===== config.mk =====
export PLATFORM = sky130hd
export DESIGN_NAME = disp_byte_framer
export DESIGN_NICKNAME = d
export VERILOG_FILES = /design/src/rtl/disp_byte_framer.sv
export SDC_FILE = /design/constraint.sdc
export NUM_CORES = 1
export LEC_CHECK = 0
export CAP_MARGIN = 10
export CORE_MARGIN = 3
export CORE_UTILIZATION = 40
export DETAILED_ROUTE_END_ITERATION = 7
export GPL_ROUTABILITY_DRIVEN = 0
export GPL_TIMING_DRIVEN = 0
export HOLD_SLACK_MARGIN = 0.1
export PLACE_DENSITY = 0.71
export REMOVE_ABC_BUFFERS = 1
export SETUP_SLACK_MARGIN = 0.5
export SLEW_MARGIN = 10
export SYNTH_ARGS = -nofsm -noshare
export SYNTH_HDL_FRONTEND = slang
export SYNTH_SLANG_ARGS = --single-unit

===== constraint.sdc =====
create_clock -name clk -period 5.22 [get_ports clk]
set_input_delay 1.044 -clock clk [delete_from_list [all_inputs] [get_ports clk]]
set_output_delay 1.044 -clock clk [all_outputs]
set_load 0.005 [all_outputs]

===== src/rtl/disp_byte_framer.sv =====
module disp_byte_framer #(
  parameter int LOW_CYC   = 2,
  parameter int SETUP_CYC = 2,
  parameter int HIGH_CYC  = 2,
  parameter int GAP_CYC   = 10
) (
  input  logic       clk,
  input  logic       rst_n,
  input  logic       start,
  input  logic       start_is_data,
  input  logic       in_valid,
  input  logic [7:0] in_data,
  output logic       in_ready,
  input  logic       end_req,
  output logic       busy,
  output logic       cs,
  output logic       sclk,
  output logic       sdata
);
  localparam int M1   = (LOW_CYC > SETUP_CYC) ? LOW_CYC : SETUP_CYC;
  localparam int M2   = (M1 > HIGH_CYC) ? M1 : HIGH_CYC;
  localparam int MAXC = (M2 > GAP_CYC) ? M2 : GAP_CYC;
  localparam int CW   = $clog2(MAXC + 1);
  localparam logic [7:0] SYNC_CMD = 8'hF8;
  localparam logic [7:0] SYNC_DAT = 8'hFA;

  typedef enum logic [2:0] {S_IDLE, S_CSGAP, S_SHIFT, S_GAP, S_READY} st_t;

  st_t         st;
  logic        is_data, lo_pend, sdata_q;
  logic [7:0]  sh;
  logic [3:0]  lo_nib;
  logic [2:0]  bitn;
  logic [1:0]  ph;
  logic [CW-1:0] cnt;
  logic [CW-1:0] ph_last;

  always_comb begin
    case (ph)
      2'd0:    ph_last = CW'(LOW_CYC - 1);
      2'd1:    ph_last = CW'(SETUP_CYC - 1);
      default: ph_last = CW'(HIGH_CYC - 1);
    endcase
  end

  wire gap_done = (cnt == CW'(GAP_CYC - 1));

  always_ff @(posedge clk) begin
    if (!rst_n) begin
      st <= S_IDLE; is_data <= 1'b0; lo_pend <= 1'b0; sdata_q <= 1'b0;
      sh <= '0; lo_nib <= '0; bitn <= '0; ph <= '0; cnt <= '0;
    end else begin
      case (st)
        S_IDLE: if (start) begin
          is_data <= start_is_data;
          cnt <= '0;
          st <= S_CSGAP;
        end
        S_CSGAP: if (gap_done) begin
          cnt <= '0;
          sh <= is_data ? SYNC_DAT : SYNC_CMD;
          lo_pend <= 1'b0; bitn <= '0; ph <= '0;
          st <= S_SHIFT;
        end else cnt <= cnt + 1'b1;
        S_SHIFT: if (cnt != ph_last) cnt <= cnt + 1'b1;
        else begin
          cnt <= '0;
          if (ph == 2'd0) begin
            ph <= 2'd1;
            sdata_q <= sh[7];
          end else if (ph == 2'd1) ph <= 2'd2;
          else begin
            ph <= 2'd0;
            sh <= {sh[6:0], 1'b0};
            bitn <= bitn + 1'b1;
            if (bitn == 3'd7) begin
              if (lo_pend) begin
                sh <= {lo_nib, 4'h0};
                lo_pend <= 1'b0;
              end else st <= S_GAP;
            end
          end
        end
        S_GAP: if (gap_done) begin
          cnt <= '0;
          st <= S_READY;
        end else cnt <= cnt + 1'b1;
        S_READY: if (in_valid) begin
          sh <= {in_data[7:4], 4'h0};
          lo_nib <= in_data[3:0];
          lo_pend <= 1'b1; bitn <= '0; ph <= '0; cnt <= '0;
          st <= S_SHIFT;
        end else if (end_req) st <= S_IDLE;
        default: st <= S_IDLE;
      endcase
    end
  end

  assign cs       = (st != S_IDLE);
  assign busy     = cs;
  assign in_ready = (st == S_READY);
  assign sclk     = !(st == S_SHIFT && ph != 2'd2);
  assign sdata    = sdata_q;

  assert_sclk_idle_R10: assert property (@(posedge clk) disable iff (!rst_n)
    !cs |-> sclk);
  assert_data_low_R4: assert property (@(posedge clk) disable iff (!rst_n)
    !$stable(sdata) |-> !sclk);
  assert_ready_quiet_R8: assert property (@(posedge clk) disable iff (!rst_n)
    in_ready |-> (cs && sclk));
  assert_accept_drop_R8: assert property (@(posedge clk) disable iff (!rst_n)
    (in_valid && in_ready) |=> !in_ready);
  assert_end_drop_R9: assert property (@(posedge clk) disable iff (!rst_n)
    (in_ready && !in_valid && end_req) |=> (!cs && !busy));
endmodule


## Word-level counts from Yosys, hierarchy flattened

Cells that the tools add are included.

| storage, ports and cells | value |
|---|---|
| bits in registers | 27 |
| input port bits | 14 |
| output and inout port bits | 5 |
| word-level logic and storage cells | 91 |

| operators by class | value |
|---|---|
| add/subtract/negate cells | 2 |
| eq/ne operators | 19 |
| muxes and demuxes | 44 |
| bitwise operators | 1 |
| reductions and logical operators | 16 |

Operators by type and width:

| operator | count |
|---|---|
| 8-bit 2-to-1 mux | 7 |
| 3-bit 2-to-1 mux | 15 |
| 8-bit case mux with 3 select lines | 1 |
| 2-bit != test, second input constant | 10 |
| 4-bit 2-to-1 mux | 4 |
| 4-bit case mux with 4 select lines | 1 |
| 3-bit case mux with 5 select lines | 1 |
| 2-bit 2-to-1 mux | 6 |
| 3-bit case mux with 3 select lines | 1 |
| 9-bit AND reduction | 1 |
| 7-bit AND reduction | 1 |
| 3-bit by 2-bit == test with 1-bit output, second input constant | 2 |
| 3-bit == test, second input constant | 2 |
| 1-bit 2-to-1 mux | 6 |
| 2-bit case mux with 3 select lines | 1 |
| 3-bit AND reduction | 2 |
| 6-bit AND reduction | 1 |
| 3-bit nonzero test | 2 |
| 4-bit by 1-bit adder with 4-bit output, second input constant | 1 |
| 4-bit == test, second input constant | 1 |
| 4-bit by 1-bit != test with 1-bit output, second input constant | 1 |
| 2-bit AND reduction | 2 |
| 4-bit AND reduction | 1 |
| 4-bit nonzero test | 1 |
| 11 further kinds | 11 |

## Longest topological paths before layout

Gate-level depths: netlist of run 1.

| logic depth | value |
|---|---|
| depth after elaboration | 6 |
| gate-level depth with buffers | 6 |
| mapped depth without buffers | 6 |

## Worst setup path before layout of run 1

No wires, ideal clock.

| timing path | value |
|---|---|
| path type | register to output |
| from | register st[2] |
| to | output port cs |
| arrival time | 1040 ps |
| required time | 4176 ps |
| path slack | 3136 ps |
| cell stages (with the launch flop) | 4 |
| buffers on the path | 2 |
| cell sequence | dfxtp_1 > clkbuf_1 > or3_1 > buf_4 |

| on the way | value |
|---|---|
| cells in the longest elaborated chain, start to end | 1 |

RTL lines:

| item | RTL line | RTL |
|---|---|---|
| start, declared | 29 | `st_t st;` |
| start signal, assigned | 50 | `st <= S_IDLE; is_data <= 1'b0; lo_pend <= 1'b0; sdata_q <= 1'b0;` |
| start signal, assigned | 57 | `st <= S_CSGAP;` |
| start signal, assigned | 63 | `st <= S_SHIFT;` |
| 3-bit nonzero test | 99 | `assign cs = (st != S_IDLE);` |
| end, declared | 16 | `output logic cs,` |

No other way between the ends.

## Final worst setup path of run 1

| timing path | value |
|---|---|
| from | register st[2] |
| to | output port in_ready |

| on the way | value |
|---|---|
| cells in the longest elaborated chain, start to end | 1 |

RTL lines:

| item | RTL line | RTL |
|---|---|---|
| 3-bit == test | 101 | `assign in_ready = (st == S_READY);` |
| end, declared | 13 | `output logic in_ready,` |

No other way between the ends.

==> flow_summary.json, run 1 <==
{
  "r2r_start": "st[1]$_SDFFE_PN0P_",
  "period_share_pct": 63.2,
  "syn-cell-area_sq_um": 1410,
  "rsz0062_at_grt": "false",
  "synth_area_per_cell_sq_um": 8.93,
  "cts_max_level": 1,
  "antenna_found_initial": 0,
  "final_common_cell": "dfxtp_1",
  "critPathMaxFanout": 13,
  "ir_drop_mv": 0.116,
  "p_per_area_nw_per_um2": 218,
  "final_area_sq_um": 1630,
  "drive_above_1_share_pct": 5.29,
  "finalSetupViolCount": 0,
  "ioPinCount": 19,
  "fin_skew_ns": 0.00511,
  "detail_route.wl_per_cell_um": 13.8,
  "drv_cap": 0,
  "yosys.area.top_type": "dfxtp_1",
  "worstMarginPinSlew_ns": 0.600,
  "ys.flop_type": "dfxtp_1",
  "crit_required_ns": 4.18,
  "layout.nets": 189,
  "n_antenna_cell": 0,
  "clkTransAtPathRegs_ns": 0.14,
  "fp-row-count": 20,
  "fp.coreArea_sq_um": 3200,
  "holdBufCountCts": 0,
  "min_to": "bitn[2]$_SDFFE_PN0P_",
  "seq_power_share_pct": 59.1,
  "postSynthCellCount": 158,
  "num_vias": 1152,
  "crit_path_end_kind": "primary output",
  "dp_hpwl_mm": 2.11,
  "cts_tree": "built",
  "viasPerCell": 5.38,
  "relSlewSlack_pct": 60.0,
  "final_cell_mix": "dfxtp_1, mux2i_1, clkdlybuf4s50_1",
  "die_width_um": 65.4,
  "dp_cells": 210,
  "path_class": "flip-flop to primary output",
  "fmax_mhz": 303,
  "drc": 0,
  "yosysSeqAreaShare_pct": 36.9,
  "wl_mm": 2.94,
  "cts_resized": 0,
  "r2r_slack_ns": 3.23,
  "synthTopCellsByArea": "dfxtp_1, mux2i_1, nand2_1, nor2_1, ha_1",
  "dp_slack_ns": 2.11,
  "overflow": 0,
  "cp.arrival_ns": 2.25,
  "synth_seq_cells": 26,
  "initial_utilization_pct": 44.1,
  "clock-sinks": 26,
  "portBuffers": 18,
  "hold_start": "bitn[2]$_SDFFE_PN0P_",
  "grt_max_degree": 18,
  "layoutNonFillerInstCount": 214,
  "cts_buffers": 3,
  "grt_usage_pct": 15.1,
  "clockBufferDepth": 2,
  "design.die.area_sq_um": 4280,
  "tns_ns": 0,
  "synth.distinct_cells": 42,
  "p_int_uw": 271,
  "dpl_cell_area_sq_um": 1590,
  "insertion_delay_ns": 0.32,
  "fin_ws_ns": 1.92,
  "p_switching_uw": 84.7,
  "synthToLayoutAreaGrowth_pct": 15.5,
  "hold_viol": 0,
  "outcome": "finished clean",
  "cts-root-buf": "clkbuf_4",
  "chipHeight_um": 65.4,
  "pwr-share-clk_pct": 28.6,
  "worstHoldPathType": "flip-flop to flip-flop",
  "async_flop_share_pct": 0,
  "cts_setup_buffers": 0,
  "hold_depth": 2,
  "p_comb_share_pct": 12.3,
  "grt_pass1_wl_mm": 5.18,
  "r2r_end": "bitn[0]$_SDFFE_PN0P_",
  "leakage_nw": 0.649,
  "cp-start-kind": "flip-flop",
  "grt_pass1_vias": 1164,
  "synth_edf_count": 0,
  "power.total_uw": 356,
  "slew_viol_final": 0,
  "dr.pass1.iters": 4,
  "min_period_ns": 3.30,
  "r2r_cells": 4,
  "switching_share_pct": 23.8,
  "netlist.area_leader.share_pct": 36.9,
  "yosys_warnings": 0,
  "final_antenna_net_count": 0,
  "drt_iter0_drc": 62
}
stage by stage:
stage | hold slack (ns) | utilization, %
6_report | 0.473 | 50.9
5_1_grt | 0.493 | 50.9
4_1_cts | 0.474 | 50.9
3_5_place_dp | 0.455 | 49.8
3_3_place_gp | 0.445 | 49.8
2_1_floorplan | 0.435 | -
critical path, cell delays in order (launching register included):
cell and delay [ns]:
dfxtp_1 0.59, inv_1 0.18, or3_1 0.44, inv_1 0.19, clkdlybuf4s50_1 0.54
layer usage:
metal  global-route usage [%]  vias to the layer above  routed length (um)  share of wire [%]
li1                         -                      592                   -                  -
met1                     19.5                      532                1390                 47
met2                     25.4                       26                1400                 48
met3                     2.74                        2                 132                4.5
met4                     4.92                        0                  14               0.48
met5                        0                        -                   0                  0
how the worst max path moves through the flow:
| stage | start | to | slack, ns | depth (start not counted) |
|---|---|---|---|---|
| 2_1_floorplan | st[2]$_SDFFE_PN0P_ | in_ready | 3.05 | 3 |
| 3_3_place_gp | rst_n | ph[0]$_SDFFE_PN0P_ | 2.16 | 4 |
| 3_5_place_dp | rst_n | ph[0]$_SDFFE_PN0P_ | 2.11 | 4 |
| 4_1_cts | st[2]$_SDFFE_PN0P_ | in_ready | 1.92 | 4 |
| 5_1_grt | st[2]$_SDFFE_PN0P_ | in_ready | 1.79 | 4 |
| 6_report | st[2]$_SDFFE_PN0P_ | in_ready | 1.92 | 4 |
synthesized netlist by cell type, types with 3 or more instances:
library cell  count
inv_1             8
nand4_1           3
a21oi_1           4
clkbuf_1          5
o21ai_0           3
nor2_1           14
dfxtp_1          26
ha_1              4
nand3_1           5
or3_1             5
o211a_1           4
nand2_1          16
mux2i_1          19
o2111ai_1         4
buf_2             3
flip-flops by register name, summed over array words and instances, names as in the netlist:
name     cells
sh           7
cnt          4
lo_nib       4
bitn         3
st           3
ph           2
is_data      1
lo_pend      1
sdata        1
cell type report:
type,instances,area (sq um)
multi-input cells,114,808
flip-flops and latches,26,520
fillers,309,1570
clock buffers,4,36.3
well taps,44,55.1
inverters,8,30.0
repair buffers,18,180
logic make-up after synthesis:
group           after synthesis  share of synthesized area, %
compound gates               28                          15.4
xor+xnor                      2                          1.24
fa+ha+maj                     4                          3.55
buf+inv                      18                          5.85
flops                        26                          36.9
mux                          19                          13.5
simple gates                 61                          23.6
power by group through the flow:
stage / logic (mW) / registers, mW / clock network (mW)
after global placement: 0.0427 / 0.214 / 0
after detailed placement: 0.0440 / 0.214 / 0
after CTS: 0.0442 / 0.210 / 0.106
after global routing: 0.0484 / 0.211 / 0.113
after floorplan: 0.0244 / 0.213 / 0
final: 0.0438 / 0.210 / 0.102
Power figures use the tool's default switching activity.
==> inputs of run 2 (changes only) <==
--- a/config.mk
+++ b/config.mk
@@ -12,7 +12,7 @@
 export GPL_ROUTABILITY_DRIVEN = 0
 export GPL_TIMING_DRIVEN = 0
 export HOLD_SLACK_MARGIN = 0.1
-export PLACE_DENSITY = 0.71
+export PLACE_DENSITY = 0.74
 export REMOVE_ABC_BUFFERS = 1
 export SETUP_SLACK_MARGIN = 0.5
 export SLEW_MARGIN = 10
==> constraint.sdc (replaced) <==
create_clock -name clk -period 2.7 [get_ports clk]
set_input_delay 0.54 -clock clk [delete_from_list [all_inputs] [get_ports clk]]
set_output_delay 0.54 -clock clk [all_outputs]
set_load 0.005 [all_outputs]
==> run 2 against run 1 <==
Compared with the run above: die area is the same; power increased by 94%; sequential power increased by 93%; sequential share of layout area is 0.89 points lower; largest cell class unchanged; utilization rose by 2.3 points; highest routed layer unchanged; hold slack improved by 0.011 ns; global-route usage up 1.6 points; setup slack got worse by 1.3 ns; routed wire length grew 9.9%; final area increased by 4.6%; clock power increased by 92%.
==> flow_summary.json, run 2 (synthesis gave the netlist of run 1 again) <==
{
  "p_comb_share_pct": 13.0,
  "multi_input_area_sq_um": 820,
  "wl_mm": 3.23,
  "leakage_nw": 0.688,
  "dpl_cell_area_sq_um": 1590,
  "portBuffers": 18,
  "switching_share_pct": 24.0,
  "p_int_uw": 525,
  "drv_cap": 0,
  "fin_ws_ns": 0.660,
  "fp.coreArea_sq_um": 3200,
  "drt_iter0_drc": 42,
  "finalSetupViolCount": 0,
  "cts_buffers": 3,
  "min_period_ns": 2.04,
  "r2r_end": "st[0]$_SDFFE_PN0P_",
  "pwr-share-clk_pct": 28.3,
  "crit_path_end": "busy",
  "die_width_um": 65.4,
  "final_area_sq_um": 1710,
  "max_stage_delay_ns": 0.38,
  "largest_registers": "sh (7), cnt (4), lo_nib (4)",
  "grt_pass1_vias": 1276,
  "grt_max_degree": 17,
  "path_cells": "buf_4, or3_1, dlygate4sd2_1",
  "layout.nets": 196,
  "grt_usage_pct": 16.7,
  "outcome": "finished clean",
  "cp-startpoint": "st[2]$_SDFFE_PN0P_",
  "critPathMaxFanout": 12,
  "regMostFlops": "sh",
  "ir_drop_mv": 0.366,
  "cp-start-kind": "flip-flop",
  "dp_hpwl_mm": 2.16,
  "r2r_start": "cnt[0]$_SDFFE_PN0P_",
  "period_share_pct": 75.6,
  "r2r_cells": 5,
  "hold_viol": 0,
  "path_buf_inv": 2,
  "grt_pass1_wl_mm": 5.69,
  "n_antenna_cell": 0,
  "crit_path_end_kind": "primary output",
  "detail_route.wl_per_cell_um": 14.6,
  "p_switching_uw": 165,
  "drive_above_1_share_pct": 12.4,
  "initial_utilization_pct": 44.1,
  "antenna_found_initial": 0,
  "slew_viol_final": 0,
  "rsz0062_at_grt": "false",
  "chipHeight_um": 65.4,
  "largest_reg_flops": 7,
  "synthToLayoutAreaGrowth_pct": 20.8,
  "final_common_cell": "dfxtp_1",
  "clock-sinks": 26,
  "worstMarginPinSlew_ns": 0.601,
  "drc": 0,
  "seq_power_share_pct": 58.7,
  "crit_required_ns": 2.16,
  "insertion_delay_ns": 0.32,
  "r2r_slack_ns": 0.81,
  "fillers": 327,
  "crit_cells": 3,
  "worstHoldPathType": "flip-flop to flip-flop",
  "seqCellArea_sq_um": 529,
  "fin_skew_ns": 0.00157,
  "design.die.area_sq_um": 4280,
  "path_class": "flip-flop to primary output",
  "fp-row-count": 20,
  "clkTransAtPathRegs_ns": 0.14,
  "viasPerCell": 5.69,
  "cp_slowest_cell": "or3_1",
  "final_cell_mix": "dfxtp_1, mux2i_1, nand2_1",
  "num_vias": 1257,
  "dp_slack_ns": 0.113,
  "whs_ns": 0.484,
  "ioPinCount": 19,
  "tns_ns": 0,
  "p_per_area_nw_per_um2": 405,
  "relSlewSlack_pct": 59.8,
  "final_antenna_net_count": 0,
  "holdBufCountCts": 0,
  "cts_tree": "built",
  "path_delay_family": "buffers and inverters",
  "hold_start": "bitn[1]$_SDFFE_PN0P_",
  "overflow": 0,
  "fmax_mhz": 490,
  "cts-root-buf": "clkbuf_4",
  "dr.pass1.iters": 4,
  "cts_max_level": 1,
  "cp.arrival_ns": 1.50,
  "clockBufferDepth": 2,
  "hold_depth": 2
}
## run 2: cell count changes in the layout (fill, tap and decap cells not counted), sizes merged
cell           previous run  this run
clkdlybuf4s50            18        14
clkinvlp                  0         1
inv                       8         7
dlygate4sd2               0         3
dlymetal6s2s              0         1
buf                       0         7
## run 2: worst reg2reg max path: stages (launching register included)
cell	delay (ns)
dfxtp_1	0.42
ha_1	0.22
or3b_1	0.43
nor4_1	0.30
nor3_1	0.10
a2111oi_2	0.34
## run 2: through the flow
step                      utilization (%)  power [mW]  cells
after floorplan                         -       0.459    148
after global placement               49.8       0.496    210
after detailed placement             49.8       0.500    210
after CTS                            53.2       0.696    221
after global routing                 53.2       0.725    221
final                                53.2       0.690    221
## run 2: power by group through the flow
stage,Sequential [mW],Clock [mW],Combinational (mW)
4_1_cts,0.405,0.202,0.0892
2_1_floorplan,0.412,0,0.0472
6_report,0.405,0.196,0.0896
5_1_grt,0.407,0.219,0.0986
3_5_place_dp,0.415,0,0.0856
3_3_place_gp,0.414,0,0.0829
## run 2: repair_timing
item,CTS,global route
resized for setup,13,1
buffers inserted,7,0
endpoints found under the hold margin,0,0
setup endpoints to repair,5,1
## run 2: cell type report
class,count,area share [%]
Tap cell,44,3.23
Clock buffer,4,2.13
Sequential cell,26,31.0
Timing Repair Buffer,25,13.6
Multi-Input combinational cell,114,48.1
Inverter,8,1.98
## run 2: worst min-delay path by stage
stage	endpoint	slack (ns)
detailed placement	sh[3]$_SDFFE_PN0P_	0.46
floorplan	sh[2]$_SDFFE_PN0P_	0.43
global route	bitn[1]$_SDFFE_PN0P_	0.51
CTS	bitn[1]$_SDFFE_PN0P_	0.49
finish	bitn[1]$_SDFFE_PN0P_	0.48
global placement	sh[2]$_SDFFE_PN0P_	0.44
## run 2: metal layers
layer	vias up	GRT usage, %	routed length (um)
li1	605	-	-
met1	601	21.5	1460
met2	46	28.1	1580
met3	5	2.91	158
met4	0	5.70	33
met5	-	0	0
==> inputs of run 3 (changes only) <==
--- a/config.mk
+++ b/config.mk
@@ -12,7 +12,7 @@
 export GPL_ROUTABILITY_DRIVEN = 0
 export GPL_TIMING_DRIVEN = 0
 export HOLD_SLACK_MARGIN = 0.1
-export PLACE_DENSITY = 0.74
+export PLACE_DENSITY = 0.71
 export REMOVE_ABC_BUFFERS = 1
 export SETUP_SLACK_MARGIN = 0.5
 export SLEW_MARGIN = 10
==> constraint.sdc (replaced) <==
create_clock -name clk -period 2.1 [get_ports clk]
set_input_delay 0.42 -clock clk [delete_from_list [all_inputs] [get_ports clk]]
set_output_delay 0.42 -clock clk [all_outputs]
set_load 0.005 [all_outputs]
==> run 3 against run 2 <==
Compared with the run above: final area grew 18%; clock power increased by 32%; via count increased by 4.8%; sequential power grew 28%; final cell count increased by 9.5%; highest routed layer unchanged; sequential share of layout area decreased by 4.4 points; setup slack lost 0.29 ns; critical endpoint is now in_ready; register-to-register slack worse by 0.35 ns; first-iteration DRC count is 100% higher; utilization rose by 9.6 points; critical path depth increased by 1; power is 37% higher.
==> flow_summary.json, run 3 (synthesis gave the netlist of run 1 again) <==
{
  "outcome": "finished clean",
  "path_buf_inv": 3,
  "fp.coreArea_sq_um": 3200,
  "grt_max_degree": 17,
  "r2r_end": "cnt[3]$_SDFFE_PN0P_",
  "drc": 0,
  "critPathMaxFanout": 5,
  "fp-row-count": 20,
  "grt_pass1_wl_mm": 6.07,
  "r2r_slack_ns": 0.46,
  "regMostFlops": "sh",
  "design.die.area_sq_um": 4280,
  "crit_path_frequent_cell": "inv_2",
  "dp_hpwl_mm": 2.11,
  "fmax_mhz": 577,
  "dr.pass1.iters": 4,
  "min_to": "bitn[2]$_SDFFE_PN0P_",
  "layout.nets": 217,
  "viasPerCell": 5.44,
  "slew_viol_final": 0,
  "rsz0062_at_grt": "true",
  "grt_usage_pct": 18.0,
  "finalSetupViolCount": 0,
  "cts_max_level": 1,
  "worstMarginPinSlew_ns": 0.363,
  "relSlewSlack_pct": 75.8,
  "clockBufferDepth": 2,
  "die_width_um": 65.4,
  "power.total_uw": 945,
  "final_area_sq_um": 2010,
  "largest_registers": "sh (7), cnt (4), lo_nib (4)",
  "clock-sinks": 26,
  "drv_cap": 0,
  "synthToLayoutAreaGrowth_pct": 42.6,
  "cts-root-buf": "clkbuf_4",
  "worstHoldPathType": "flip-flop to flip-flop",
  "max_stage_delay_ns": 0.39,
  "cts_tree": "built",
  "path_delay_family": "flip-flops",
  "drive_above_1_share_pct": 34.8,
  "dpl_cell_area_sq_um": 1590,
  "detail_route.wl_per_cell_um": 16.0,
  "insertion_delay_ns": 0.32,
  "r2r_start": "st[2]$_SDFFE_PN0P_",
  "portBuffers": 18,
  "clkTransAtPathRegs_ns": 0.15,
  "ir_drop_mv": 0.289,
  "final_common_cell": "buf_4",
  "cts_buffers": 3,
  "period_share_pct": 82.5,
  "cp-start-kind": "flip-flop",
  "grt_pass1_vias": 1328,
  "path_class": "flip-flop to primary output",
  "leakage_nw": 0.854,
  "hold_depth": 2,
  "final_antenna_net_count": 0,
  "cp_slowest_cell": "dfxtp_4",
  "path_cells": "inv_2, or3_4, inv_2, buf_2",
  "cp.arrival_ns": 1.31,
  "fin_skew_ns": 0.00445,
  "initial_utilization_pct": 44.1,
  "min_period_ns": 1.73,
  "largest_reg_flops": 7,
  "hold_viol": 0,
  "n_antenna_cell": 0,
  "ioPinCount": 19,
  "antenna_found_initial": 0,
  "drt_iter0_drc": 85,
  "hold_start": "bitn[2]$_SDFFE_PN0P_",
  "num_vias": 1317,
  "final_cell_mix": "buf_4, dfxtp_1, mux2i_1",
  "p_per_area_nw_per_um2": 470,
  "whs_ns": 0.475,
  "r2r_cells": 6,
  "chipHeight_um": 65.4,
  "crit_required_ns": 1.68,
  "crit_path_end_kind": "primary output",
  "overflow": 0,
  "wl_mm": 3.88
}
## run 3: how the worst max path moves through the flow
stage,from,depth (start not counted),slack (ns),to
floorplan,st[0]$_SDFFE_PN0P_,4,0.44,sh[4]$_SDFFE_PN0P_
CTS,st[2]$_SDFFE_PN0P_,3,0.37,busy
finish,st[2]$_SDFFE_PN0P_,4,0.37,in_ready
global placement,rst_n,4,-0.33,ph[0]$_SDFFE_PN0P_
global route,st[2]$_SDFFE_PN0P_,4,0.31,sclk
detailed placement,rst_n,4,-0.38,ph[0]$_SDFFE_PN0P_
## run 3: worst register-to-register path, delay by kind of cell (launching register included)
kind | cells | cell delay [ns]
compound gates | 2 | 0.30
buf+inv | 2 | 0.28
flops | 1 | 0.38
simple gates | 2 | 0.62
## run 3: metrics by stage
stage / setup TNS [ns] / instances / worst slack [ns] / utilization (%)
2_1_floorplan: 0 / 148 / 0.445 / -
3_3_place_gp: -0.935 / 210 / -0.331 / 49.8
3_5_place_dp: -1.29 / 210 / -0.384 / 49.8
4_1_cts: 0 / 233 / 0.369 / 58.0
5_1_grt: 0 / 242 / 0.307 / 62.9
6_report: 0 / 242 / 0.367 / 62.9
## run 3: per-layer routing
| metal | GRT usage (%) | vias to the layer above | routed length [um] |
|---|---|---|---|
| li1 | - | 645 | - |
| met1 | 22.3 | 629 | 1670 |
| met2 | 31.1 | 37 | 1960 |
| met3 | 3.08 | 6 | 179 |
| met4 | 6.74 | 0 | 78 |
| met5 | 0 | - | 0 |
## run 3: report_power, final
group | switching, mW | internal [mW] | leakage, nW
Sequential | 0.0111 | 0.506 | 0.215
Combinational | 0.0741 | 0.0959 | 0.619
Clock | 0.153 | 0.106 | 0.0210
## run 3: cell type report
| type | count | area [sq um] |
|---|---|---|
| Multi-Input combinational cell | 115 | 953 |
| Clock buffer | 4 | 36.3 |
| Inverter | 8 | 33.8 |
| Sequential cell | 26 | 536 |
| Timing Repair Buffer | 45 | 399 |
| Tap cell | 44 | 55.1 |
| Fill cell | 259 | 1190 |
## run 3: what timing repair did
item                       4_1_cts  5_1_grt
setup endpoints to repair       31       23
cloned                           1        0
buffers inserted                18        9
hold buffers                     0        0
gates resized for setup         54       17
pin swaps                        8        5
